--- src/rtl/pcl_pkg.sv ---
// Package: shared types for the phase comparator and lock filter.
// Assumes: nothing beyond IEEE 1800-2017.
package pcl_pkg;

    // Phase detector state: which pump, if any, is currently driven.
    typedef enum logic [1:0] {
        PUMP_IDLE = 2'd0,
        PUMP_UP   = 2'd1,
        PUMP_DN   = 2'd2
    } pump_state_e;

endpackage

--- src/rtl/pcl_edge_sync.sv ---
// Module: pcl_edge_sync
// Brings an asynchronous level into the clock domain through STAGES flops.
// It then emits a one-cycle strobe on each falling edge.
// Assumes: the input pulse widths exceed STAGES+1 clock cycles; the input
// idles low out of reset (a high level after reset only shows a rising
// edge, which is ignored).
module pcl_edge_sync #(
    parameter int STAGES = 2
) (
    input  logic clk,
    input  logic rst_n,
    input  logic din,
    output logic fall
);

    logic [STAGES:0] chain;

    // Shift the input through the synchronizer and the edge-history flop.
    always_ff @(posedge clk) begin
        if (!rst_n) begin
            chain <= '0;
        end else begin
            chain <= {chain[STAGES-1:0], din};
        end
    end

    // Falling edge: previous synchronized level high, current level low.
    always_comb begin
        fall = chain[STAGES] & ~chain[STAGES-1];
    end

endmodule

--- src/rtl/pcl_phase_det.sv ---
// Module: pcl_phase_det
// Tri-state falling-edge phase detector. A leading reference edge opens an
// up pulse, a leading feedback edge opens a down pulse, and the other
// edge closes the pulse. Edges arriving together leave it idle.
// `done` strobes in the cycle a comparison completes.
// Assumes: edge strobes are single-cycle and synchronous to clk.
module pcl_phase_det
    import pcl_pkg::*;
(
    input  logic clk,
    input  logic rst_n,
    input  logic ref_fall,
    input  logic fb_fall,
    output logic pump_up,
    output logic pump_dn,
    output logic done
);

    pump_state_e state_q;
    pump_state_e state_d;

    // Next-state and completion decode from the two edge strobes.
    always_comb begin
        state_d = state_q;
        done    = 1'b0;
        if (ref_fall && fb_fall) begin
            state_d = PUMP_IDLE;
            done    = 1'b1;
        end else if (ref_fall) begin
            if (state_q == PUMP_DN) begin
                state_d = PUMP_IDLE;
                done    = 1'b1;
            end else begin
                state_d = PUMP_UP;
            end
        end else if (fb_fall) begin
            if (state_q == PUMP_UP) begin
                state_d = PUMP_IDLE;
                done    = 1'b1;
            end else begin
                state_d = PUMP_DN;
            end
        end
    end

    // Hold the detector state.
    always_ff @(posedge clk) begin
        if (!rst_n) begin
            state_q <= PUMP_IDLE;
        end else begin
            state_q <= state_d;
        end
    end

    // Pump outputs decoded from the registered state.
    always_comb begin
        pump_up = (state_q == PUMP_UP);
        pump_dn = (state_q == PUMP_DN);
    end

endmodule

--- src/rtl/pcl_lock_judge.sv ---
// Module: pcl_lock_judge
// Measures each pump pulse and derives the raw lock level. A finished
// pulse shorter than `thresh` means locked. A pulse, open or finished,
// that reaches `thresh` means unlocked.
// Assumes: `thresh` is static outside reset; `done` coincides with the last
// active pump cycle, or with an idle cycle for coincident edges.
module pcl_lock_judge #(
    parameter int WIDTH_W = 12
) (
    input  logic               clk,
    input  logic               rst_n,
    input  logic               active,
    input  logic               done,
    input  logic [WIDTH_W-1:0] thresh,
    output logic               raw_lock
);

    localparam logic [WIDTH_W-1:0] CNT_MAX = '1;

    logic [WIDTH_W-1:0] cnt_q;
    logic [WIDTH_W:0]   width_now;
    logic [WIDTH_W:0]   width_done;
    logic [WIDTH_W:0]   thresh_x;

    // Pulse width including the current cycle; zero for coincident edges.
    always_comb begin
        width_now  = {1'b0, cnt_q} + {{WIDTH_W{1'b0}}, 1'b1};
        width_done = active ? width_now : '0;
        thresh_x   = {1'b0, thresh};
    end

    // Count active cycles and update the raw lock level.
    always_ff @(posedge clk) begin
        if (!rst_n) begin
            cnt_q    <= '0;
            raw_lock <= 1'b0;
        end else if (done) begin
            cnt_q    <= '0;
            raw_lock <= (width_done < thresh_x);
        end else if (active) begin
            if (cnt_q != CNT_MAX) begin
                cnt_q <= cnt_q + 1'b1;
            end
            if (width_now >= thresh_x) begin
                raw_lock <= 1'b0;
            end
        end
    end

endmodule

--- src/rtl/pcl_mask_filter.sv ---
// Module: pcl_mask_filter
// Asymmetric deglitcher. One transition direction, chosen by `sel`, must
// hold for `mask` cycles before it reaches the output. The other direction
// passes after one cycle. sel=1 delays lock; sel=0 delays unlock.
// A mask of 0 or 1 passes both directions after one cycle.
// Assumes: `sel` and `mask` are static outside reset.
module pcl_mask_filter #(
    parameter int MASK_W = 16
) (
    input  logic              clk,
    input  logic              rst_n,
    input  logic              raw,
    input  logic              sel,
    input  logic [MASK_W-1:0] mask,
    output logic              filt
);

    logic [MASK_W-1:0] cnt_q;
    logic [MASK_W:0]   held;
    logic              pass_now;

    // Cycles the raw level has disagreed, including this one; and whether
    // the pending transition is the unmasked direction.
    always_comb begin
        held     = {1'b0, cnt_q} + {{MASK_W{1'b0}}, 1'b1};
        pass_now = (raw != sel);
    end

    // Track disagreement time and move the output when it is due.
    always_ff @(posedge clk) begin
        if (!rst_n) begin
            cnt_q <= '0;
            filt  <= 1'b0;
        end else if (raw == filt) begin
            cnt_q <= '0;
        end else if (pass_now || (held >= {1'b0, mask})) begin
            cnt_q <= '0;
            filt  <= raw;
        end else begin
            cnt_q <= cnt_q + 1'b1;
        end
    end

endmodule

--- src/rtl/phase_lock_cmp.sv ---
// Module: phase_lock_cmp (top)
// Falling-edge phase comparator with pump outputs and a masked, active-low
// lock indicator.
// Assumes: ref_in and fb_in are asynchronous with pulse widths longer than
// SYNC_STAGES+1 clock cycles; configuration inputs change only in reset.
module phase_lock_cmp #(
    parameter int MASK_W      = 16,
    parameter int WIDTH_W     = 12,
    parameter int SYNC_STAGES = 2
) (
    input  logic               clk,
    input  logic               rst_n,
    input  logic               ref_in,
    input  logic               fb_in,
    input  logic [MASK_W-1:0]  mask_cycles,
    input  logic [WIDTH_W-1:0] lock_thresh,
    input  logic               mask_sel,
    output logic               pump_up,
    output logic               pump_dn,
    output logic               lock_n
);

    logic ref_fall;
    logic fb_fall;
    logic cmp_done;
    logic pump_active;
    logic raw_lock;
    logic lock_filt;

    pcl_edge_sync #(.STAGES(SYNC_STAGES)) ref_sync_i (
        .clk   (clk),
        .rst_n (rst_n),
        .din   (ref_in),
        .fall  (ref_fall)
    );

    pcl_edge_sync #(.STAGES(SYNC_STAGES)) fb_sync_i (
        .clk   (clk),
        .rst_n (rst_n),
        .din   (fb_in),
        .fall  (fb_fall)
    );

    pcl_phase_det det_i (
        .clk      (clk),
        .rst_n    (rst_n),
        .ref_fall (ref_fall),
        .fb_fall  (fb_fall),
        .pump_up  (pump_up),
        .pump_dn  (pump_dn),
        .done     (cmp_done)
    );

    // Either pump running means a comparison is open.
    always_comb begin
        pump_active = pump_up | pump_dn;
    end

    pcl_lock_judge #(.WIDTH_W(WIDTH_W)) judge_i (
        .clk      (clk),
        .rst_n    (rst_n),
        .active   (pump_active),
        .done     (cmp_done),
        .thresh   (lock_thresh),
        .raw_lock (raw_lock)
    );

    pcl_mask_filter #(.MASK_W(MASK_W)) mask_i (
        .clk   (clk),
        .rst_n (rst_n),
        .raw   (raw_lock),
        .sel   (mask_sel),
        .mask  (mask_cycles),
        .filt  (lock_filt)
    );

    // Lock indicator is active low.
    always_comb begin
        lock_n = ~lock_filt;
    end

endmodule

--- config.mk ---
export PLATFORM = sky130hd
export DESIGN_NAME = phase_lock_cmp
export DESIGN_NICKNAME = d
export VERILOG_FILES = /design/src/rtl/pcl_pkg.sv /design/src/rtl/pcl_edge_sync.sv /design/src/rtl/pcl_phase_det.sv /design/src/rtl/pcl_lock_judge.sv /design/src/rtl/pcl_mask_filter.sv /design/src/rtl/phase_lock_cmp.sv
export SDC_FILE = /design/constraint.sdc
export NUM_CORES = 1
export LEC_CHECK = 0
export BUFFER_PORTS_ARGS = -buffer_cell sky130_fd_sc_hd__buf_2
export CAP_MARGIN = 20
export CORE_MARGIN = 2
export CORE_UTILIZATION = 53
export CTS_CLUSTER_SIZE = 12
export DETAILED_ROUTE_END_ITERATION = 7
export GPL_TIMING_DRIVEN = 0
export PLACE_DENSITY = 0.77
export SLEW_MARGIN = 10
export SYNTH_ARGS = -nofsm -noshare
export SYNTH_HDL_FRONTEND = slang
export SYNTH_SLANG_ARGS = --single-unit
export TNS_END_PERCENT = 100
--- constraint.sdc ---
create_clock -name clk -period 3.3 [get_ports clk]
set_clock_uncertainty 0.15 [all_clocks]
set_input_delay 0.825 -clock clk [delete_from_list [all_inputs] [get_ports clk]]
set_output_delay 0.825 -clock clk [all_outputs]
set_load 0.005 [all_outputs]
==> impl_metrics.tcl, run 1 <==
set metrics [dict create \
    crit_arrival_ns 3.34 \
    clkPwrFrac_pct 36.9 \
    slew_viol_final 0 \
    nets 453 \
    crit_required_ns 3.38 \
    synth_cell_types 44 \
    cts-htree-levels 2 \
    yosys.area.top_type "dfxtp_1" \
    num_vias 2289 \
    dr.pass1.iters 4 \
    synth-seq-area-share_pct 27.2 \
    intPower_mw 0.678 \
    grt_max_degree 13 \
    max-cap-violations 0 \
    cts_buffers 5 \
    grt_pass1_vias 2210 \
    grt_use_total_pct 19.0 \
    overflow 0 \
    ys.flop_type "dfxtp_1" \
    drc 0 \
    fin_crit_sh_pct 98.8 \
    syn2layout_area_growth_pct 22.1 \
    slew_headroom_pct 65.4 \
    cts-root-buf "clkbuf_8" \
    rows 26 \
    wire_per_inst_um 12.4 \
    clk_path_buf_depth 2 \
    die_height_um 76.6 \
    syn_area_per_cell_um2 8.65 \
    synthCells 323 \
    fmax_ghz 0.307 \
    outcome "complete, no violations" \
    ys_top_cells_by_area "dfxtp_1 (27%), ha_1 (19%), xor2_1 (6.0%)" \
    initial_utilization_pct 54.7 \
    postSynth.asyncResetShare_pct 0 \
    ioPinCount 36 \
    combPwrFrac_pct 11.2 \
    dp_hpwl_mm 4.20 \
    setup_viol_count_final 0 \
    portBuffers 34 \
    dieArea_mm2 0.00587 \
    synth_edf_count 0 \
    holdWs_ns 0.288 \
    final.min_clock_period_ns 3.26 \
    synth_top_area_share_pct 27.2 \
    critPathMaxFanout 8 \
    cts_tree "yes" \
    setup-tns-final_ns 0 \
    path_clk_slew_ns 0.07 \
    syn_area_mm2 0.00279 \
    p_leak_nw 1.69 \
    power.switching_mw 0.224 \
    vdd_drop_max_v 0.000261 \
    cts.sinks 38 \
    die_x_um 76.6 \
    worstSetupPathType "flop to flop" \
    layout-drive-gt1-share_pct 24.9 \
    critPathLaunchType "flop" \
    hold_viol 0 \
    antenna_left 0 \
    totalWireLength_mm 5.54 \
    gp_congestion 0.850 \
    core-area_mm2 0.00511 \
    diodes 0 \
    drtIter0Drc 39 \
    swShare_pct 24.8 \
    min_path_type "flop to flop" \
    power-per-cell-area_mw_per_mm2 264 \
    clock_latency_ns 0.29 \
    worst_setup_path_end_kind "flop" \
    seqPwrFrac_pct 52.0 \
    yosysWarningCount 0 \
    total_power_mw 0.902 \
    worst_pin_slew_ns 0.514 \
    synth-seq-cells 38 \
    antenna_found_initial 0 \
    synthesis.nets 399 \
    viasPerCell 5.11 \
    grt_pass1_wl_mm 9.06 \
    post-route-util_pct 66.8 \
]
[power by group through the flow]
stage,logic (mW),clock network (mW),registers (mW)
4_1_cts,0.0999,0.342,0.469
5_1_grt,0.117,0.366,0.470
3_3_place_gp,0.0961,0,0.480
6_report,0.101,0.333,0.469
3_5_place_dp,0.0992,0,0.481
2_1_floorplan,0.0638,0,0.479
[metrics by stage]
stage,instances,setup WS (ns),area [um2]
global route,448,-0.0907,3410
floorplan,323,0.0791,2790
detailed placement,427,-0.376,3050
CTS,436,0.0107,3220
finish,448,0.0386,3410
global placement,427,-0.339,3050
[cell usage in the layout, fill, tap and decap left out, drive strengths merged, types with 2 or more instances in the layout]
master    n
buf      47
ha       43
dfxtp    38
inv      37
nor2     27
nor2b    24
nand2    20
xor2     19
xnor2    16
a21oi    12
nand3    12
clkbuf   11
nand4     8
and2      7
and3      6
o21ai     6
and2b     5
nor3      5
a21o      4
o21a      3
a211oi    3
a2111oi   2
a2111o    2
a221oi    2
and4      2
[final cells by class]
type / count / area (um2)
Multi-Input combinational cell: 243 / 2000
Fill cell: 430 / 1700
Sequential cell: 38 / 773
Timing Repair Buffer: 47 / 285
Inverter: 37 / 139
Tap cell: 70 / 87.6
Clock buffer: 6 / 82.6
Buffer: 5 / 35.0
Clock inverter: 2 / 12.5
[worst max-delay path, cell delays in order (launching register included)]
cell       delay, ns
dfxtp_4         0.38
ha_4            0.13
nand4_1         0.15
nor3_4          0.30
buf_4           0.16
xor2_1          0.22
ha_1            0.30
nand2_1         0.09
nor3_1          0.07
a32o_1          0.23
a211o_1         0.29
or3_4           0.45
clkbuf_16       0.19
nor2b_4         0.09
[Yosys cell counts (all sizes together), types with 5 or more instances]
master,instances
nor2,27
inv,37
xnor2,16
nand3,12
nor2b,24
o21ai,6
nand2,20
and3,6
ha,43
dfxtp,38
xor2,19
and2,7
nor3,5
a21oi,12
and2b,5
nand4,8
[worst paths after layout]
check | startpoint | to | slack [ns] | depth (start not counted)
max reg2reg | mask_i.cnt_q[0] | mask_i.cnt_q[7] | 0.04 | 13
max | mask_i.cnt_q[0] | mask_i.cnt_q[7] | 0.04 | 13
min | fb_sync_i.chain[0] | fb_sync_i.chain[1] | 0.29 | 1
min reg2reg | fb_sync_i.chain[0] | fb_sync_i.chain[1] | 0.29 | 1
[repair_timing]
action                     in CTS  in global routing
buffers inserted                1                 11
resized for setup              14                 20
gates cloned                    0                  1
hold buffers                    0                  0
pin swaps                       5                 15
setup endpoints to repair      16                 17
[sequential cells by signal (all words and copies together), names as in the netlist]
register / cells
det_i.state_q: 2
fb_sync_i.chain: 3
judge_i.cnt_q: 12
judge_i.raw_lock: 1
mask_i.cnt_q: 16
mask_i.filt: 1
ref_sync_i.chain: 3
[logic make-up after synthesis]
kind of cell	count (synthesis)	share of synthesized area (%)
adder cells (fa/ha/maj)	43	19.3
flip-flops	38	27.2
AND/OR/NAND/NOR	121	25.2
XOR/XNOR	35	11.0
buffers and inverters	42	6.22
AO/OA/AOI/OAI	43	10.8
multiplexers	1	0.358
[per-layer routing]
metal | up-vias | wire length [um] | global-route usage (%)
li1 | 1206 | - | -
met1 | 1047 | 2410 | 21.1
met4 | 0 | 78 | 5.27
met2 | 29 | 2920 | 36.4
met3 | 7 | 128 | 3.91
met5 | - | 0 | 0
(Power assumes the default switching activity.)
==> run 2, diff against run 1 <==
--- a/config.mk
+++ b/config.mk
@@ -7,7 +7,6 @@
 export LEC_CHECK = 0
 export BUFFER_PORTS_ARGS = -buffer_cell sky130_fd_sc_hd__buf_2
 export CAP_MARGIN = 20
-export CORE_MARGIN = 2
 export CORE_UTILIZATION = 53
 export CTS_CLUSTER_SIZE = 12
 export DETAILED_ROUTE_END_ITERATION = 7
==> run 2 against run 1 <==
  * The run now ends with setup timing left
  * Fmax decreased by 1.8%
  * Sequential power about the same
  * Combinational power about the same
  * Clock power increased by 17%
  * Clock-buffer cell count increased by 1
  * Sequential cell count unchanged
  * Sequential share of layout area decreased by 0.30 points
  * Total power increased by 6.5%
  * First-iteration DRC count increased by 64%
  * Final area increased by 1.0%
  * Via count increased by 0.48%
  * Critical endpoint is now mask_i.cnt_q[13]
  * Largest cell class unchanged
==> impl_metrics.tcl, run 2 (synthesis results as in run 1) <==
set metrics [dict create \
    antenna_left 0 \
    top_register "mask_i.cnt_q" \
    path_clk_slew_ns 0.07 \
    num_vias 2300 \
    viasPerCell 5.13 \
    slew_headroom_pct 64.5 \
    antenna_found_initial 0 \
    ioPinCount 36 \
    setup_viol_count_final 9 \
    layout_common_cells "ha_1 (42), inv_1 (37), dfxtp_1 (34), buf_2 (34), nor2_1 (25)" \
    cts-htree-levels 2 \
    final.min_clock_period_ns 3.32 \
    violations "setup timing" \
    syn2layout_area_growth_pct 23.4 \
    grt_use_total_pct 21.9 \
    final_common_cell "ha_1" \
    fmax_ghz 0.301 \
    power-per-cell-area_mw_per_mm2 279 \
    worst_pin_slew_ns 0.527 \
    hold_viol 0 \
    critPathMaxFanout 8 \
    gp_congestion 0.843 \
    drtIter0Drc 64 \
    layout-drive-gt1-share_pct 23.8 \
    cts_tree "yes" \
    clock_latency_ns 0.29 \
    drc 0 \
    nets 453 \
    layout_setup_ws_ns -0.0207 \
    critPathLaunchType "flop" \
    outcome "finished with violations" \
    portBuffers 34 \
    die_x_um 74.6 \
    initial_utilization_pct 54.7 \
    max-cap-violations 0 \
    rows 26 \
    placed_cell_area_mm2 0.00305 \
    cts-root-buf "clkbuf_8" \
    diodes 0 \
    dieArea_mm2 0.00557 \
    p_leak_nw 1.69 \
    grt_pass1_wl_mm 9.16 \
    crit_required_ns 3.39 \
    reg_top3 "mask_i.cnt_q x16, judge_i.cnt_q x12" \
    dr.pass1.iters 6 \
    vdd_drop_max_v 0.000293 \
    core-area_mm2 0.00511 \
    final_cells 448 \
    grt_max_degree 12 \
    min_path_type "flop to flop" \
    cts_buffers 5 \
    grt_setup_unrepaired "true" \
    grt_pass1_vias 2254 \
    worstSetupPathType "flop to flop" \
    worst_setup_path_end_kind "flop" \
    dp_hpwl_mm 4.10 \
    die_height_um 74.6 \
    post-route-util_pct 67.5 \
    largest_reg_flops 16 \
    dp.cells 427 \
    crit_arrival_ns 3.41 \
    fin_crit_sh_pct 101 \
    clk_path_buf_depth 2 \
    cts.sinks 38 \
    totalWireLength_mm 5.70 \
    wire_per_inst_um 12.7 \
    overflow 0 \
    slew_viol_final 0 \
    post-place-ws_ns -0.296 \
    final_cell_area_mm2 0.00345 \
]
[run 2: timing repair]
item,in CTS,in global routing
setup endpoints to repair,16,16
hold buffers,0,0
gates resized for setup,23,10
gates cloned,1,0
setup buffers,11,2
pin swaps,12,9
[run 2: stage by stage]
step / power (mW) / hold slack (ns) / TNS, ns
final: 0.960 / 0.289 / -0.135
after global routing: 1.00 / 0.301 / -2.43
after CTS: 0.971 / 0.294 / 0
after detailed placement: 0.580 / 0.274 / -4.07
after global placement: 0.576 / 0.263 / -3.53
after floorplan: 0.543 / 0.262 / 0
[run 2: layout make-up]
class | count | area, um2
multi-input cells | 243 | 2000
fillers | 404 | 1660
flip-flops and latches | 38 | 771
repair buffers | 47 | 313
inverters | 37 | 139
well taps | 70 | 87.6
clock buffers | 7 | 76.3
plain buffers | 5 | 35.0
clock inverters | 1 | 30.0
[run 2: critical path, cell delays in order (launching register included)]
cell,delay (ns)
dfxtp_2,0.33
and2_4,0.17
nand3_4,0.10
nor4_4,0.35
buf_4,0.17
nand2_1,0.06
xnor2_1,0.25
ha_1,0.29
nand2_2,0.08
nor3_1,0.06
a32o_1,0.24
a211o_1,0.29
or3_4,0.45
buf_12,0.18
nor2b_4,0.09
[run 2: report_power, final]
part | leakage (nW) | total [mW] | switching (mW) | internal (mW)
Clock | 0.0524 | 0.389 | 0.163 | 0.226
Combinational | 1.33 | 0.103 | 0.0545 | 0.0483
Sequential | 0.310 | 0.468 | 0.00504 | 0.463
[run 2: routing by layer]
metal	vias to the layer above	part of all wire, %	track usage (%)
li1	1208	-	-
met1	1037	43	21.7
met2	41	52	43.3
met3	14	3.1	5.28
met4	0	2.2	8.39
met5	-	0	0
[run 2: final timing paths]
check	from	slack [ns]	end	cells past startpoint
max reg2reg	mask_i.cnt_q[2]	-0.02	mask_i.cnt_q[13]	14
min reg2reg	ref_sync_i.chain[0]	0.29	ref_sync_i.chain[1]	1
min	ref_sync_i.chain[0]	0.29	ref_sync_i.chain[1]	1
max	mask_i.cnt_q[2]	-0.02	mask_i.cnt_q[13]	14
==> run 3, diff against run 2 <==
--- a/config.mk
+++ b/config.mk
@@ -5,13 +5,13 @@
 export SDC_FILE = /design/constraint.sdc
 export NUM_CORES = 1
 export LEC_CHECK = 0
-export BUFFER_PORTS_ARGS = -buffer_cell sky130_fd_sc_hd__buf_2
 export CAP_MARGIN = 20
-export CORE_UTILIZATION = 53
+export CORE_UTILIZATION = 60
 export CTS_CLUSTER_SIZE = 12
 export DETAILED_ROUTE_END_ITERATION = 7
+export DONT_BUFFER_PORTS = 1
 export GPL_TIMING_DRIVEN = 0
-export PLACE_DENSITY = 0.77
+export PLACE_DENSITY = 0.76
 export SLEW_MARGIN = 10
 export SYNTH_ARGS = -nofsm -noshare
 export SYNTH_HDL_FRONTEND = slang
==> constraint.sdc (replaced) <==
create_clock -name clk -period 3.5 [get_ports clk]
set_clock_uncertainty 0.15 [all_clocks]
set_input_delay 0.875 -clock clk [delete_from_list [all_inputs] [get_ports clk]]
set_output_delay 0.875 -clock clk [all_outputs]
set_load 0.005 [all_outputs]
==> run 3 against run 2 <==
  * The flow now finishes without violations
  * Critical path depth stayed put
  * Global-route usage fell by 0.81 points
  * Fmax down 1.0%
  * Sequential power decreased by 5.6%
  * Final area shrank 11%
  * Highest routed layer unchanged
==> impl_metrics.tcl, run 3 (synthesis results as in run 1) <==
set metrics [dict create \
    outcome "complete, no violations" \
    dr.pass1.iters 4 \
    viasPerCell 5.47 \
    min_path_type "flop to flop" \
    diodes 0 \
    cts_tree "yes" \
    slew_headroom_pct 65.1 \
    gp_congestion 0.758 \
    drc 0 \
    worstSetupStartpoint "mask_i.cnt_q[0]" \
    final_cells 384 \
    crit_required_ns 3.59 \
    post-route-util_pct 69.3 \
    final_cell_area_mm2 0.00306 \
    dp.cells 375 \
    final.min_clock_period_ns 3.36 \
    max-cap-violations 0 \
    layout-drive-gt1-share_pct 10.2 \
    initial_utilization_pct 63.3 \
    clkPwrFrac_pct 40.6 \
    cts-root-buf "clkbuf_8" \
    intPower_mw 0.668 \
    cts.sinks 38 \
    dieArea_mm2 0.00493 \
    wire_per_inst_um 12.9 \
    drtIter0Drc 59 \
    top_register "mask_i.cnt_q" \
    reg_top3 "mask_i.cnt_q x16, judge_i.cnt_q x12" \
    post-place-ws_ns -0.153 \
    layout_common_cells "ha_1 (42), inv_1 (37), dfxtp_1 (36)" \
    layout_setup_ws_ns 0.145 \
    critPathLaunchType "flop" \
    critical_path.max_stage_delay_ns 0.39 \
    grt_pass1_wl_mm 8.28 \
    cts_buffers 5 \
    placed_cell_area_mm2 0.00286 \
    largest_reg_flops 16 \
    crit_chain "ha_2 -> nand4_1 -> nor3_4 -> buf_4 -> and3_1 -> xor2_2 -> ha_1 -> nand2_1 -> nor3_1 -> a32o_1 -> a211o_1 -> or3_4 -> buf_12 -> nor2b_4" \
    fin_crit_sh_pct 95.9 \
    grt_pass1_vias 2000 \
    crit_arrival_ns 3.44 \
    combPwrFrac_pct 8.8 \
    reg2reg_from "mask_i.cnt_q[0]" \
    cts-htree-levels 2 \
    clock_latency_ns 0.29 \
    power-per-cell-area_mw_per_mm2 286 \
    grt_use_total_pct 21.1 \
    path_buf_inv 2 \
    hold_buffers 0 \
    path_depth 14 \
    vdd_drop_max_v 0.000257 \
    rows 24 \
    ioPinCount 36 \
    path_clk_slew_ns 0.07 \
    overflow 0 \
    die_x_um 70.2 \
    setup-tns-final_ns 0 \
    final_common_cell "ha_1" \
    antenna_found_initial 0 \
    worst_setup_path_end_kind "flop" \
    critPathCapture "mask_i.cnt_q[10]" \
    power.switching_mw 0.206 \
    critPathMaxFanout 10 \
    dp_hpwl_mm 3.92 \
    nets 407 \
    totalWireLength_mm 4.94 \
    clk_path_buf_depth 2 \
    worst_pin_slew_ns 0.518 \
    crit_family "simple AND/OR/NAND/NOR gates" \
    hold_viol 0 \
    antenna_left 0 \
    swShare_pct 23.6 \
    syn2layout_area_growth_pct 9.45 \
    grt_max_degree 12 \
    seqPwrFrac_pct 50.6 \
    die_height_um 70.2 \
    portBuffers 0 \
    worst-r2r-setup-slack_ns 0.14 \
    cpMaxStageDelayCell "or3_4" \
    crit-reg2reg-capture "mask_i.cnt_q[10]" \
    setup_viol_count_final 0 \
    p_leak_nw 1.49 \
    fmax_ghz 0.298 \
    ff2ff_path_depth 14 \
    worstSetupPathType "flop to flop" \
    num_vias 2100 \
    slew_viol_final 0 \
    core-area_mm2 0.00441 \
]
run 3: changes by cell type in the layout (fill, tap and decap cells not counted), moves of 2 or more:
cell      delta
dfxtp_1      +2
clkbuf_1     -2
nand3_1      +2
buf_12       -2
buf_2       -34
nand2_2      -3
buf_4        -9
nand2_1      +3
and3_4       -2
and3_1       +2
clkbuf_8     +3
run 3: what timing repair did:
item | CTS | global route
pin swaps | 1 | 4
setup buffers | 0 | 1
resized for setup | 2 | 14
setup endpoints to repair | 16 | 16
run 3: cell type report:
class	count	area, um2
buffer	5	35.0
sequential	38	766
fill	354	1360
multi-input combinational	243	1940
tap	52	65.1
timing repair buffer	1	7.51
inverter	37	139
clock buffer	8	110
run 3: worst min-delay path by stage:
stage | from | to | slack (ns) | depth (start not counted)
6_report | fb_sync_i.chain[0] | fb_sync_i.chain[1] | 0.29 | 1
5_1_grt | mask_i.cnt_q[0] | mask_i.cnt_q[0] | 0.31 | 1
4_1_cts | fb_sync_i.chain[0] | fb_sync_i.chain[1] | 0.29 | 1
3_5_place_dp | fb_sync_i.chain[0] | fb_sync_i.chain[1] | 0.27 | 1
3_3_place_gp | ref_sync_i.chain[0] | ref_sync_i.chain[1] | 0.26 | 1
2_1_floorplan | fb_sync_i.chain[0] | fb_sync_i.chain[1] | 0.26 | 1
run 3: routing by layer:
layer	wire [um]	global-route usage [%]
met1	2270	24.2
met2	2480	38.1
met3	94	3.61
met4	83	9.11
met5	0	0
run 3: metrics by stage:
step	hold WS [ns]	power, mW
floorplan	0.262	0.512
global placement	0.263	0.527
detailed placement	0.269	0.529
CTS	0.287	0.889
global route	0.308	0.916
finish	0.285	0.874
run 3: power by group through the flow:
| stage | clock network, mW | logic [mW] | registers [mW] |
|---|---|---|---|
| after floorplan | 0 | 0.0601 | 0.452 |
| after detailed placement | 0 | 0.0757 | 0.453 |
| after global routing | 0.383 | 0.0897 | 0.443 |
| after global placement | 0 | 0.0741 | 0.453 |
| final | 0.355 | 0.0770 | 0.442 |
| after CTS | 0.368 | 0.0770 | 0.443 |
